--- src/rtl/swi_pkg.sv ---
package swi_pkg;

    localparam int BUS_DW = 32;
    localparam int BUS_BW = BUS_DW / 8;

    typedef enum logic {
        MODE_LEVEL   = 1'b0,
        MODE_SETONLY = 1'b1
    } swi_mode_e;

    typedef struct packed {
        logic flag;
    } cell_state_t;

    typedef struct packed {
        logic              rvalid;
        logic [BUS_DW-1:0] rdata;
    } rd_state_t;

endpackage

--- src/rtl/swi_decode.sv ---
module swi_decode #(
    parameter int NUM_HARTS = 4,
    parameter int ADDR_W    = 12
) (
    input  logic                      req_i,
    input  logic                      we_i,
    input  logic [ADDR_W-1:0]         addr_i,
    input  logic [swi_pkg::BUS_BW-1:0] be_i,
    output logic                      legal_o,
    output logic [NUM_HARTS-1:0]      wr_sel_o,
    output logic [NUM_HARTS-1:0]      rd_sel_o
);
    localparam int WORD_W = ADDR_W - 2;
    localparam logic [WORD_W-1:0] WORD_LIMIT = WORD_W'(NUM_HARTS);

    logic [WORD_W-1:0]    word;
    logic                 aligned;
    logic                 full_width;
    logic                 in_range;
    logic [NUM_HARTS-1:0] hit;

    always_comb begin
        word       = addr_i[ADDR_W-1:2];
        aligned    = (addr_i[1:0] == 2'b00);
        full_width = (be_i == {swi_pkg::BUS_BW{1'b1}});
        in_range   = (word < WORD_LIMIT);
        legal_o    = req_i && aligned && full_width && in_range;
    end

    for (genvar h = 0; h < NUM_HARTS; h++) begin : g_hit
        always_comb begin
            hit[h]      = legal_o && (word == WORD_W'(h));
            wr_sel_o[h] = hit[h] && we_i;
            rd_sel_o[h] = hit[h] && !we_i;
        end
    end

endmodule

--- src/rtl/swi_hart_cell.sv ---
module swi_hart_cell #(
    parameter swi_pkg::swi_mode_e MODE = swi_pkg::MODE_LEVEL
) (
    input  logic clk,
    input  logic rst_n,
    input  logic wr_en_i,
    input  logic wr_bit_i,
    output logic irq_o,
    output logic pend_o
);
    import swi_pkg::*;

    cell_state_t cell_d, cell_q;

    if (MODE == MODE_LEVEL) begin : g_level
        always_comb begin
            cell_d = cell_q;
            if (wr_en_i) begin
                cell_d.flag = wr_bit_i;
            end
        end
        assign pend_o = cell_q.flag;

        // a set write raises the line on the next edge
        a_r1_set_raises : assert property (@(posedge clk) disable iff (!rst_n)
            wr_en_i && wr_bit_i |=> irq_o);
        // a clear write lowers the line on the next edge
        a_r2_clear_lowers : assert property (@(posedge clk) disable iff (!rst_n)
            wr_en_i && !wr_bit_i |=> !irq_o);
        // a hart that is not written keeps its level
        a_r1_hold_unwritten : assert property (@(posedge clk) disable iff (!rst_n)
            !wr_en_i |=> $stable(irq_o));
    end else begin : g_setonly
        always_comb begin
            cell_d      = cell_q;
            cell_d.flag = wr_en_i && wr_bit_i;
        end
        assign pend_o = 1'b0;

        // a pulse only ever follows a set write
        a_r5_pulse_cause : assert property (@(posedge clk) disable iff (!rst_n)
            irq_o |-> $past(wr_en_i && wr_bit_i));
        // writing zero produces no pulse
        a_r6_zero_inert : assert property (@(posedge clk) disable iff (!rst_n)
            wr_en_i && !wr_bit_i |=> !irq_o);
    end

    always_ff @(posedge clk) begin
        if (!rst_n) begin
            cell_q <= '0;
        end else begin
            cell_q <= cell_d;
        end
    end

    assign irq_o = cell_q.flag;

endmodule

--- src/rtl/swi_read_port.sv ---
module swi_read_port #(
    parameter int                 NUM_HARTS = 4,
    parameter swi_pkg::swi_mode_e MODE      = swi_pkg::MODE_LEVEL
) (
    input  logic                       clk,
    input  logic                       rst_n,
    input  logic                       req_i,
    input  logic                       we_i,
    input  logic                       legal_i,
    input  logic [NUM_HARTS-1:0]       rd_sel_i,
    input  logic [NUM_HARTS-1:0]       pend_i,
    output logic                       rvalid_o,
    output logic [swi_pkg::BUS_DW-1:0] rdata_o
);
    import swi_pkg::*;

    rd_state_t rd_d, rd_q;
    logic      sel_bit;

    always_comb begin
        sel_bit     = |(rd_sel_i & pend_i);
        rd_d        = '0;
        rd_d.rvalid = req_i && !we_i;
        if (MODE == MODE_LEVEL) begin
            rd_d.rdata[0] = sel_bit;
        end
    end

    always_ff @(posedge clk) begin
        if (!rst_n) begin
            rd_q <= '0;
        end else begin
            rd_q <= rd_d;
        end
    end

    assign rvalid_o = rd_q.rvalid;
    assign rdata_o  = rd_q.rdata;

    // only bit 0 of a response may be set
    a_r4_upper_zero : assert property (@(posedge clk) disable iff (!rst_n)
        rvalid_o |-> (rdata_o[BUS_DW-1:1] == '0));
    // a read request is answered on the next cycle
    a_r4_answer_next : assert property (@(posedge clk) disable iff (!rst_n)
        req_i && !we_i |=> rvalid_o);
    // a rejected access reads as zero
    a_r9_reject_zero : assert property (@(posedge clk) disable iff (!rst_n)
        req_i && !we_i && !legal_i |=> (rdata_o == '0));

    if (MODE == MODE_SETONLY) begin : g_sup_chk
        // set-only mode always reads zero
        a_r6_read_zero : assert property (@(posedge clk) disable iff (!rst_n)
            rvalid_o |-> (rdata_o == '0));
    end

endmodule

--- src/rtl/swi_bank.sv ---
module swi_bank #(
    parameter int                 NUM_HARTS = 4,
    parameter int                 ADDR_W    = 12,
    parameter swi_pkg::swi_mode_e MODE      = swi_pkg::MODE_LEVEL
) (
    input  logic                 clk,
    input  logic                 rst_n,
    input  logic                 bus_req,
    input  logic                 bus_we,
    input  logic [ADDR_W-1:0]    bus_addr,
    input  logic [3:0]           bus_be,
    input  logic [31:0]          bus_wdata,
    output logic                 bus_rvalid,
    output logic [31:0]          bus_rdata,
    output logic [NUM_HARTS-1:0] irq_o
);
    localparam int MIN_ADDR_W = $clog2(NUM_HARTS * 4) + 1;

    logic                 legal;
    logic [NUM_HARTS-1:0] wr_sel;
    logic [NUM_HARTS-1:0] rd_sel;
    logic [NUM_HARTS-1:0] pend;
    logic                 unused_wdata_hi;

    initial begin
        if (ADDR_W < MIN_ADDR_W) begin
            $error("swi_bank: ADDR_W too small for NUM_HARTS");
        end
    end

    assign unused_wdata_hi = ^bus_wdata[31:1];

    swi_decode #(
        .NUM_HARTS (NUM_HARTS),
        .ADDR_W    (ADDR_W)
    ) u_decode (
        .req_i    (bus_req),
        .we_i     (bus_we),
        .addr_i   (bus_addr),
        .be_i     (bus_be),
        .legal_o  (legal),
        .wr_sel_o (wr_sel),
        .rd_sel_o (rd_sel)
    );

    for (genvar h = 0; h < NUM_HARTS; h++) begin : g_cell
        swi_hart_cell #(
            .MODE (MODE)
        ) u_cell (
            .clk      (clk),
            .rst_n    (rst_n),
            .wr_en_i  (wr_sel[h]),
            .wr_bit_i (bus_wdata[0]),
            .irq_o    (irq_o[h]),
            .pend_o   (pend[h])
        );
    end

    swi_read_port #(
        .NUM_HARTS (NUM_HARTS),
        .MODE      (MODE)
    ) u_read (
        .clk      (clk),
        .rst_n    (rst_n),
        .req_i    (bus_req),
        .we_i     (bus_we),
        .legal_i  (legal),
        .rd_sel_i (rd_sel),
        .pend_i   (pend),
        .rvalid_o (bus_rvalid),
        .rdata_o  (bus_rdata)
    );

    // a write reaches at most one hart
    a_r1_single_target : assert property (@(posedge clk) disable iff (!rst_n)
        $onehot0(wr_sel));
    // partial-width accesses select nothing
    a_r10_partial_reject : assert property (@(posedge clk) disable iff (!rst_n)
        bus_req && (bus_be != 4'hF) |-> (wr_sel == '0) && (rd_sel == '0));

endmodule

--- config.mk ---
export PLATFORM = sky130hd
export DESIGN_NAME = swi_bank
export DESIGN_NICKNAME = d
export VERILOG_FILES = /design/src/rtl/swi_pkg.sv /design/src/rtl/swi_decode.sv /design/src/rtl/swi_hart_cell.sv /design/src/rtl/swi_read_port.sv /design/src/rtl/swi_bank.sv
export SDC_FILE = /design/constraint.sdc
export NUM_CORES = 1
export LEC_CHECK = 0
export ABC_AREA = 1
export BUFFER_PORTS_ARGS = -buffer_cell sky130_fd_sc_hd__buf_2
export CAP_MARGIN = 20
export CORE_MARGIN = 2
export CORE_UTILIZATION = 29
export DETAILED_ROUTE_END_ITERATION = 8
export GPL_TIMING_DRIVEN = 0
export HOLD_SLACK_MARGIN = 0.15
export PLACE_DENSITY_LB_ADDON = 0.05
export SLEW_MARGIN = 20
export SYNTH_ARGS = -nofsm -noshare
export SYNTH_HDL_FRONTEND = slang
export SYNTH_SLANG_ARGS = --single-unit
--- constraint.sdc ---
create_clock -name clk -period 1 [get_ports clk]
set_input_delay 0.2 -clock clk [delete_from_list [all_inputs] [get_ports clk]]
set_output_delay 0.2 -clock clk [all_outputs]
set_load 0.05 [all_outputs]
# Word-level counts from Yosys, hierarchy flattened
# Cells that the tools add are included.
[totals]
ff_bits = 37
elab_cells = 33
output_inout_bits = 37
input_bits = 52
[classes]
bitwise = 1
magnitude_cmp = 1
n_reduce_logical = 20
n_eq_ne = 4
[op_table]
columns = ["cell", "count"]
rows = [
  ["equality test 10 x 2 -> 1 bit, second input constant", 2],
  ["logical AND 1 bit", 16],
  ["equality test 10 x 1 -> 1 bit, second input constant", 1],
  ["zero test 10 bit", 1],
  ["< comparator 10 x 3 -> 1 bit, second input constant", 1],
  ["bitwise AND 4 bit", 1],
  ["equality test 4 bit, second input constant", 1],
  ["OR reduction 4 bit", 1],
  ["zero test 2 bit", 1],
  ["zero test 1 bit", 1],
]

# Logic depth before layout (Yosys ltp)
# Gate-level depths: netlist of the first run.
[depth]
depth_word = 8
mapped_depth = 7
depth_no_buf = 7

# Modules after synthesis
# From an unflattened synthesis of the first run, not the netlist that was laid out.
[unflattened]
hier_cells = 109
area_unflattened_um2 = 663.1
[modules_own_cells]
columns = ["mod", "seq_area_each_um2", "instances", "area_each_um2", "cells_each"]
rows = [
  ["swi_read_port", 40.0, 1, 317.8, 45],
  ["swi_hart_cell", 20.0, 4, 48.8, 7],
  ["swi_decode", 0.0, 1, 150.1, 36],
]

# Least setup slack after synthesis of the first run
# No wires, ideal clock.
[synth_timing]
kind = "input -> register"
startpoint = "in bus_addr[7]"
endpoint = "reg g_cell[0].u_cell.cell_q"
n_path_buf = 0
slack_ns = 0.046
path_stages = 6
setup_time_ns = 0.113
required_ns = 0.887
arrival_time_ns = 0.841
cell_sequence = "nor2_1 > nand2_1 > nor2_2 > nand4_1 > nor2_1 > nor2_1"
[synth_via]
elab_chain_cells = 4
elab_cells_between_ends = 5
classes_between = "order compare (1); reduce/logical (4)"
[synth_rtl]
columns = ["item", "line_no", "rtl"]
rows = [
  ["from (decl)", "swi_bank.sv:10", "input logic [ADDR_W-1:0] bus_addr,"],
  ["< comparator 10 x 3 -> 1 bit", "swi_decode.sv:26", "in_range = (word < WORD_LIMIT);"],
  ["logical AND 1 bit", "swi_decode.sv:27", "legal_o = req_i && aligned && full_width && in_range;"],
  ["logical AND 1 bit (*)", "swi_decode.sv:32", "hit[h] = legal_o && (word == WORD_W'(h));"],
  ["logical AND 1 bit (*)", "swi_decode.sv:33", "wr_sel_o[h] = hit[h] && we_i;"],
  ["to (signal assigned)", "swi_hart_cell.sv:52", "cell_q <= cell_d;"],
  ["to (decl)", "swi_hart_cell.sv:13", "cell_state_t cell_d, cell_q;"],
]
# Every way passes the cells marked *; elsewhere a longest branch is shown, timed or not.
# A chain may end at the register's enable or synchronous reset.

# Final worst setup path of the first run
[layout_timing]
startpoint = "reg u_read.rd_q (netlist bit u_read.rdata_o[0])"
endpoint = "out bus_rdata[0]"
[layout_rtl]
columns = ["item", "line_no", "rtl"]
rows = [
  ["from (decl)", "swi_read_port.sv:17", "rd_state_t rd_d, rd_q;"],
  ["from (signal assigned)", "swi_read_port.sv:33", "rd_q <= rd_d;"],
  ["to (decl)", "swi_bank.sv:14", "output logic [31:0] bus_rdata,"],
]
# No word-level cell between the ends.

==> results of run 1 <==
[kinds of logic after synthesis]
logic type,synth area share (%)
AND/OR/NAND/NOR,31.7
buffers and inverters,48.4
other,0.604
flip-flops,19.4
[worst min-delay path by stage]
stage / start / to / slack (ps)
finish: bus_req / u_read.rvalid_o / 180
global route: bus_req / u_read.rvalid_o / 210
CTS: bus_req / u_read.rvalid_o / 180
detailed placement: bus_req / u_read.rvalid_o / 440
global placement: bus_req / u_read.rvalid_o / 440
floorplan: bus_req / u_read.rvalid_o / 310
[sequential cells by signal (all words and copies together), names as in the netlist]
signal,count
g_cell.u_cell.irq_o,4
u_read.rvalid_o,1
u_read.rdata_o,1
[through the flow]
stage | total power, mW | hold slack, ps | worst slack [ps] | TNS [ps]
2_1_floorplan | 0.618 | 312 | 45.8 | 0
3_3_place_gp | 0.668 | 437 | -151 | -699
3_5_place_dp | 0.669 | 439 | -168 | -772
4_1_cts | 0.901 | 178 | 53.1 | 0
5_1_grt | 0.952 | 205 | 27.2 | 0
6_report | 0.897 | 181 | 67.0 | 0
[power groups by stage]
| stage | registers (mW) | clock network, mW | logic [mW] |
|---|---|---|---|
| floorplan | 0.252 | 0 | 0.366 |
| global placement | 0.246 | 0 | 0.422 |
| detailed placement | 0.246 | 0 | 0.423 |
| CTS | 0.242 | 0.236 | 0.424 |
| global route | 0.241 | 0.255 | 0.455 |
| finish | 0.242 | 0.225 | 0.430 |
[repair_timing]
| item | 4_1_cts | 5_1_grt |
|---|---|---|
| buffers inserted | 4 | 0 |
| pin swaps | 0 | 0 |
| resized for setup | 18 | 2 |
| endpoints found under the setup margin | 6 | 3 |
[metal layers]
| metal | part of all wire [%] | vias up | track usage, % | wire (um) |
|---|---|---|---|---|
| met5 | 0 | - | 0 | 0 |
| met4 | 0 | 0 | 1.39 | 0 |
| met3 | 12 | 0 | 5.95 | 144 |
| met2 | 53 | 27 | 18.0 | 610 |
| met1 | 35 | 260 | 10.9 | 402 |
| li1 | - | 349 | - | - |
[synth_stat cells (all sizes together)]
| cell type | n | area (um^2) |
|---|---|---|
| buf | 35 | 263 |
| nor2 | 20 | 80.1 |
| nand2 | 14 | 52.6 |
| inv | 10 | 37.5 |
| nand4 | 9 | 56.3 |
| dfxtp | 6 | 120 |
| conb | 1 | 3.75 |
| nand3b | 1 | 7.51 |
[layout make-up]
class                   count  area [um^2]  area share [%]
repair buffers             30          205            20.9
flip-flops and latches      6          125            12.8
inverters                  10         37.5            3.83
clock buffers               3         22.5            2.30
well taps                  27         33.8            3.45
plain buffers              31          233            23.8
multi-input cells          75          323            33.0
==> results.ini, run 1 <==
[outcome]
outcome = complete, no violations

[setup_path]
ff2ff_path_depth = 5
critPathLaunchType = register
reg2reg_slack_ps = 170
crit_buf_inv = 1
worstSetupPathType = reg -> out
crit_end = bus_rdata[0]
r2r_start = g_cell[2].u_cell.irq_o
worstPathRequired_ps = 800
crit_start = u_read.rdata_o[0]
endpoint_kind = output port
critPathMaxStageDelay_ps = 300
worstPathArrival_ps = 730
r2r_end = u_read.rdata_o[0]
slowest_stage = dfxtp_1
path_cells = buf_4
crit_cells = 1
path_delay_family = flip-flops
critPathMaxFanout = 1

[final_layout]
final_core_util_pct = 49.4
mostFrequentLayoutCell = buf_4
final_cell_mix = 37 x buf_4, 31 x conb_1, 20 x buf_2
area.growth.synth_to_final_pct = 57.9
insertedDiodeCount = 0
final_cell_area_um2 = 980
drive_gt1_share_pct = 45.2
final_nets = 209
fill_cells = 200
final_cell_count_no_fill = 182

[die]
core_mm2 = 0.00198
die_area_mm2 = 0.00253
row_count = 16
die_x_um = 50.3
die_h_um = 50.3
ios = 89
start_util_pct = 31.3

[grt]
grt_start_max_net_pins = 9
grt_pass1_vias = 528
antenna_found_initial = 0
globalRouteOverflowTotal = 0
grt_pass1_wl_um = 2030
gr-usage-all-layers_pct = 10.3

[timing]
period_needed_ps = 933
slew_violations = 0
fin_skew_ps = 0.431
finalHoldViolCount = 0
fmax_mhz = 1070
finalCritPeriodShare_pct = 93.3
setup_viol = 0
rsz0062_at_grt = no

[drt]
drt-total-wl_um = 1160
first_pass_iters = 4
vias = 636
drtIter0Drc = 16
via_per_inst = 3.49
drc_errors = 0
wl_per_cell_um = 6.36
ant_nets = 0

[placement]
dp_cells = 179
place_area_um2 = 897
gp_congestion = 0.825
hpwl_um = 1050
io_buffers = 26

[job]
drv_cap = 0

[synthesis]
syn-instance-count = 96
syn_area_um2 = 621
ys_seq_elements = 6
syn_area_per_cell_um2 = 6.46
ys_seq_area_share_pct = 19.4
synth_cell_types = 9
ys.warnings.count = 0

[clock_tree]
cts_sinks = 6
cts_root_buf = clkbuf_4
holdBufCountCts = 0
path_clk_slew_ps = 50
cts_tree = built
numCtsBuffers = 3
cts_buffer_depth = 2
insertion_delay_ps = 240
htree_levels = 1

[pwr]
leakagePower_nw = 0.611
swShare_pct = 44.5
p_seq_share_pct = 27.0
p_sw_mw = 0.399
p_clk_share_pct = 25.1
cellPowerDensity_mw_per_mm2 = 915
worst_ir_drop_vdd_uv = 601
combPwrFrac_pct = 48.0
p_int_mw = 0.498

[worst_hold_path]
min_path_type = in -> reg
holdPathStages = 3

Note: power is estimated with default switching activity, not from simulation.
==> inputs of run 2 (changes only) <==
Settings changed: ABC_AREA 1 to unset, CORE_UTILIZATION 29 to 30.
==> run 2 against run 1 <==
Sequential power barely moved. Clock skew up 0.89 ps. Power up 2.8%. Non-clock buffer count unchanged. Count of clock-buffer cells in the layout stayed put. Critical path depth is 4 higher. Register-to-register slack worse by 90 ps. Worst hold slack better by 11 ps. Synthesized cell count fell by 24%. Clock power decreased by 2%. Largest power group unchanged.
==> results.ini, run 2 <==
[synthesis]
synth_edf_count = 0  ; unchanged
synth.most_common_cell = buf_4  ; unchanged
ys_seq_elements = 6  ; unchanged
synthArstFlopShare_pct = 0  ; unchanged
synthTopCellsByCount = 35 x buf_4, 6 x dfxtp_1, 4 x a21oi_1, 4 x nand4_1, 4 x o21ai_0  ; was 35 x buf_4, 18 x nor2_1, 14 x nand2_1
synth_area_leaders = buf_4 41%, dfxtp_1 19%, nand4_1 3.9%, nor4b_4 3.7%, nor4_4 3.4%  ; was buf_4 42%, dfxtp_1 19%, nor2_1 11%, nand4_1 9.1%, nand2_1 8.5%
synth_flop_cell = dfxtp_1  ; unchanged
syn-instance-count = 73  ; was 96
synth_top_area_cell = buf_4  ; unchanged
synth_cell_types = 22  ; was 9
syn_area_per_cell_um2 = 8.69  ; was 6.46 um^2
synth_top_area_share_pct = 41.4  ; was 42.3%
ys_seq_area_share_pct = 18.9  ; was 19.4%
syn_area_um2 = 634  ; was 621 um^2
ys.warnings.count = 0  ; unchanged

[timing]
period_needed_ps = 993  ; was 933 ps
fin_skew_ps = 1.32  ; was 0.431 ps
finalCritPeriodShare_pct = 99.3  ; was 93.3%
hold_slack_ps = 192  ; was 181 ps
finalHoldViolCount = 0  ; unchanged
rsz0062_at_grt = yes  ; was no
fin_tns_setup_ps = 0  ; unchanged
fmax_mhz = 1010  ; was 1070 MHz
slew_violations = 0  ; unchanged
setup_viol = 0  ; unchanged

[drt]
drc_errors = 0  ; unchanged
drtIter0Drc = 4  ; was 16
first_pass_iters = 4  ; unchanged
via_per_inst = 3.72  ; was 3.49
drt-total-wl_um = 1290  ; was 1160 um
wl_per_cell_um = 8.09  ; was 6.36 um
vias = 591  ; was 636
ant_nets = 0  ; unchanged

[final_layout]
final_nets = 186  ; was 209
drive_gt1_share_pct = 56.1  ; was 45.2%
final_cell_mix = 38 x buf_4, 31 x conb_1, 16 x buf_2  ; was 37 x buf_4, 31 x conb_1, 20 x buf_2
area.growth.synth_to_final_pct = 60.4  ; was 57.9%
final_cell_area_mm2 = 0.00102  ; was 980 um^2
insertedDiodeCount = 0  ; unchanged
final_core_util_pct = 51.3  ; was 49.4%
largest_register_ffs = 4  ; unchanged
mostFrequentLayoutCell = buf_4  ; unchanged

[placement]
hpwl_um = 1080  ; was 1050 um
place_area_um2 = 911  ; was 897 um^2
gp_congestion = 0.776  ; was 0.825
io_buffers = 26  ; unchanged

[clock_tree]
cts_tree = built  ; unchanged
insertion_delay_ps = 240  ; about the same
numCtsBuffers = 3  ; unchanged
cts_buffer_depth = 2  ; unchanged
cts_sinks = 6  ; unchanged
cts_root_buf = clkbuf_4  ; unchanged
htree_levels = 1  ; unchanged
holdBufCountCts = 0  ; unchanged
path_clk_slew_ps = 40  ; was 50 ps

[die]
die_h_um = 50.0  ; was 50.3 um
start_util_pct = 32.0  ; was 31.3%
ios = 89  ; unchanged
die_area_mm2 = 0.00250  ; was 0.00253 mm^2
row_count = 16  ; unchanged
core_mm2 = 0.00198  ; unchanged
die_x_um = 50.0  ; was 50.3 um

[pwr]
leakagePower_nw = 0.546  ; was 0.611 nW
total_power_mw = 0.922  ; was 0.897 mW
cellPowerDensity_mw_per_mm2 = 906  ; was 915 mW/mm^2
worst_ir_drop_vdd_uv = 434  ; was 601 uV

[grt]
grt_start_max_net_pins = 7  ; was 9
gr-usage-all-layers_pct = 11.1  ; was 10.3%
grt_pass1_wl_um = 2140  ; was 2030 um
grt_pass1_vias = 537  ; was 528
antenna_found_initial = 0  ; unchanged
globalRouteOverflowTotal = 0  ; unchanged

[setup_path]
critPathMaxFanout = 3  ; was 1
reg2reg_slack_ps = 80  ; was 170 ps
critPathLaunchType = input pin  ; was register
worstPathArrival_ps = 1170  ; was 730 ps
worstPathRequired_ps = 1170  ; was 800 ps
crit_start = bus_addr[6]  ; was u_read.rdata_o[0]
worstSetupPathType = in -> reg  ; was reg -> out
endpoint_kind = register  ; was output port
r2r_start = g_cell[3].u_cell.irq_o  ; was g_cell[2].u_cell.irq_o

[outcome]
outcome = complete, no violations  ; unchanged

[worst_hold_path]
min_path_type = in -> reg  ; unchanged
min-delay-start = bus_we  ; was bus_req

[job]
drv_cap = 0  ; unchanged

run 2: cell type report:
type / instances / area (um^2)
well taps: 27 / 33.8
flip-flops and latches: 6 / 125
multi-input cells: 61 / 373
repair buffers: 30 / 226
clock buffers: 3 / 22.5
plain buffers: 31 / 233
inverters: 1 / 3.75
fillers: 199 / 965
run 2: through the flow:
stage	setup WS (ps)	cells
5_1_grt	-71.6	159
3_5_place_dp	-247	156
6_report	7.41	159
3_3_place_gp	-251	156
2_1_floorplan	-14.1	103
4_1_cts	-8.08	160
run 2: kinds of logic after synthesis:
logic type	synth area share, %
mux	3.16
simple gates	27.6
flops	18.9
compound gates	7.69
buf+inv	42.0
other cells	0.591
run 2: final timing paths:
check | end | cells after the start
max | u_read.rdata_o[0] | 5
min | u_read.rdata_o[0] | 2
max reg2reg | u_read.rdata_o[0] | 4
min reg2reg | g_cell[3].u_cell.irq_o | 3
run 2: where the power goes:
part | internal, mW | switching, mW | leakage (nW)
clock network | 0.136 | 0.0849 | 0.0138
logic | 0.140 | 0.319 | 0.481
registers | 0.241 | 0.000523 | 0.0505
run 2: critical path, cell delays in order:
cell and delay, ps:
buf_6 100, nor4_4 300, nand4_1 220, o22a_1 270
nor3_2 90
run 2: per-layer routing:
| layer | GRT usage, % | part of all wire (%) | vias to the layer above |
|---|---|---|---|
| li1 | - | - | 310 |
| met1 | 12.6 | 37 | 244 |
| met2 | 18.6 | 52 | 37 |
| met3 | 1.52 | 10 | 0 |
| met4 | 8.33 | 0 | 0 |
| met5 | 0 | 0 | - |
run 2: repair_timing:
item,in CTS,in global routing
setup buffers,4,0
pin swaps,1,4
setup endpoints to repair,6,8
gates resized for setup,20,10
==> inputs of run 3 (changes only) <==
Settings changed: SYNTH_HIERARCHICAL set to 1.
==> run 3 against run 2 <==
The flow now finishes with violations (negative setup slack). Via count shrank 4.2%. Flip-flop and latch count is the same. Cell area shrank 4.9%. Routed wire length shrank 3.4%. Register-to-register slack gained 90 ps. Non-clock buffer count is the same. Critical path type unchanged. Critical endpoint is now g_cell[3].u_cell/irq_o. Largest cell class unchanged. Largest power group unchanged.
==> results.ini, run 3 <==
[drt]
vias = 566  ; was 591
drc_errors = 0  ; unchanged
via_per_inst = 3.52  ; was 3.72
wl_per_cell_um = 7.71  ; was 8.09 um
first_pass_iters = 4  ; unchanged
ant_nets = 0  ; unchanged
drt-total-wl_um = 1240  ; was 1290 um
drtIter0Drc = 1  ; was 4

[clock_tree]
cts_root_buf = clkbuf_4  ; unchanged
cts_buffer_depth = 2  ; unchanged
insertion_delay_ps = 240  ; about the same
cts_tree = built  ; unchanged
path_clk_slew_ps = 50  ; was 40 ps
cts_setup_buffers = 0  ; was 4
numCtsBuffers = 3  ; unchanged
htree_levels = 1  ; unchanged
holdBufCountCts = 0  ; unchanged
cts_sinks = 6  ; unchanged

[setup_path]
worstSetupPathType = in -> reg  ; unchanged
ff2ff_path_depth = 3  ; was 4
endpoint_kind = register  ; unchanged
crit_buf_inv = 1  ; unchanged
reg2reg_slack_ps = 170  ; was 80 ps
path_delay_family = simple AND/OR/NAND/NOR gates  ; unchanged
critPathMaxStageDelay_ps = 310  ; was 300 ps
r2r_end = u_read/rdata_o[0]  ; was u_read.rdata_o[0]
path_cells = buf_6 -> nor4_4 -> nand4_2 -> nor2_2 -> mux2i_1 -> nor2b_1  ; was buf_6 -> nor4_4 -> nand4_1 -> o22a_1 -> nor3_2
critPathLaunchType = input pin  ; unchanged
worstPathRequired_ps = 1130  ; was 1170 ps
worstPathArrival_ps = 1190  ; was 1170 ps
slowest_stage = nor4_4  ; unchanged
critPathMaxFanout = 4  ; was 3
r2r_start = g_cell[2].u_cell/irq_o  ; was g_cell[3].u_cell.irq_o

[placement]
gp_congestion = 0.725  ; was 0.776
hpwl_um = 1090  ; was 1080 um
io_buffers = 26  ; unchanged
place_area_um2 = 907  ; was 911 um^2

[pwr]
leakagePower_nw = 0.540  ; was 0.546 nW
total_power_mw = 0.904  ; was 0.922 mW
worst_ir_drop_vdd_uv = 649  ; was 434 uV
cellPowerDensity_mw_per_mm2 = 935  ; was 906 mW/mm^2

[final_layout]
final_cell_mix = 40 x buf_4, 31 x conb_1, 18 x buf_2  ; was 38 x buf_4, 31 x conb_1, 16 x buf_2
final_nets = 188  ; was 186
drive_gt1_share_pct = 56.7  ; was 56.1%
mostFrequentLayoutCell = buf_4  ; unchanged
insertedDiodeCount = 0  ; unchanged
largest_register_ffs = 4  ; unchanged
area.growth.synth_to_final_pct = 54.6  ; was 60.4%
fill_cells = 221  ; was 199
final_cell_area_um2 = 967  ; was 0.00102 mm^2

[outcome]
outcome = finished, violations left  ; was complete, no violations
violations = negative setup slack

[die]
start_util_pct = 31.9  ; was 32.0%
die_area_mm2 = 0.00247  ; was 0.00250 mm^2
ios = 89  ; unchanged
die_h_um = 49.7  ; was 50.0 um
row_count = 16  ; unchanged
core_mm2 = 0.00196  ; was 0.00198 mm^2
die_x_um = 49.7  ; was 50.0 um

[timing]
period_needed_ps = 1060  ; was 993 ps
finalCritPeriodShare_pct = 106  ; was 99.3%
setup_viol = 4  ; was 0
fin_skew_ps = 1.14  ; was 1.32 ps
rsz0062_at_grt = yes  ; unchanged
fmax_mhz = 946  ; was 1010 MHz
finalHoldViolCount = 0  ; unchanged
slew_violations = 0  ; unchanged
setup_ws_ps = -56.6  ; was 7.41 ps

[synthesis]
syn_area_um2 = 626  ; was 634 um^2
syn-instance-count = 75  ; was 73
syn_area_per_cell_um2 = 8.34  ; was 8.69 um^2
ys.warnings.count = 6  ; was 0

[worst_hold_path]
min_to = u_read/rvalid_o  ; was u_read.rdata_o[0]
min-delay-start = bus_req  ; was bus_we
holdPathStages = 2  ; unchanged
min_path_type = in -> reg  ; unchanged

[grt]
grt_start_max_net_pins = 7  ; unchanged
antenna_found_initial = 0  ; unchanged
grt_pass1_vias = 484  ; was 537
grt_pass1_wl_um = 2030  ; was 2140 um
globalRouteOverflowTotal = 0  ; unchanged
gr-usage-all-layers_pct = 10.4  ; was 11.1%

[job]
drv_cap = 0  ; unchanged

run 3: power by group:
part	total [mW]	internal, mW	switching (mW)
Combinational	0.440	0.131	0.309
Clock	0.222	0.136	0.0863
Sequential	0.242	0.241	0.000352
Total	0.904	0.508	0.396
run 3: how the worst max path moves through the flow:
stage / from / end / slack (ps) / cells after the start
2_1_floorplan: bus_addr[7] / g_cell[0].u_cell/irq_o / -140 / 5
3_3_place_gp: bus_addr[7] / g_cell[3].u_cell/irq_o / -360 / 6
3_5_place_dp: bus_addr[7] / g_cell[3].u_cell/irq_o / -370 / 6
4_1_cts: bus_addr[4] / g_cell[2].u_cell/irq_o / -90 / 6
5_1_grt: bus_addr[4] / g_cell[1].u_cell/irq_o / -170 / 6
6_report: bus_addr[4] / g_cell[3].u_cell/irq_o / -60 / 6
run 3: final cells by class:
cell class              instances  area [um^2]  share of cell area (%)
clock buffers                   3         22.5                    2.33
flip-flops and latches          6          125                    12.9
plain buffers                  35          263                    27.2
repair buffers                 26          158                    16.3
multi-input cells              64          365                    37.8
well taps                      27         33.8                    3.49
run 3: what timing repair did:
item                       in CTS  in global routing
resized for setup              11                  1
pin swaps                       6                  5
setup endpoints to repair       9                  6
run 3: per-layer routing:
metal | up-vias | routed length (um) | GRT usage (%)
met5 | - | 0 | 0
met4 | 0 | 12 | 6.94
met3 | 2 | 164 | 2.42
met2 | 34 | 564 | 16.4
met1 | 229 | 501 | 12.6
li1 | 301 | - | -
run 3: metrics by stage:
stage	util [%]	std cells	TNS, ps	hold WS (ps)	setup WS, ps
2_1_floorplan	-	105	-542	328	-136
3_3_place_gp	46.2	158	-1630	463	-361
3_5_place_dp	46.2	158	-1650	473	-367
4_1_cts	49.2	161	-363	214	-94.4
5_1_grt	49.3	161	-772	237	-167
6_report	49.3	161	-217	224	-56.6
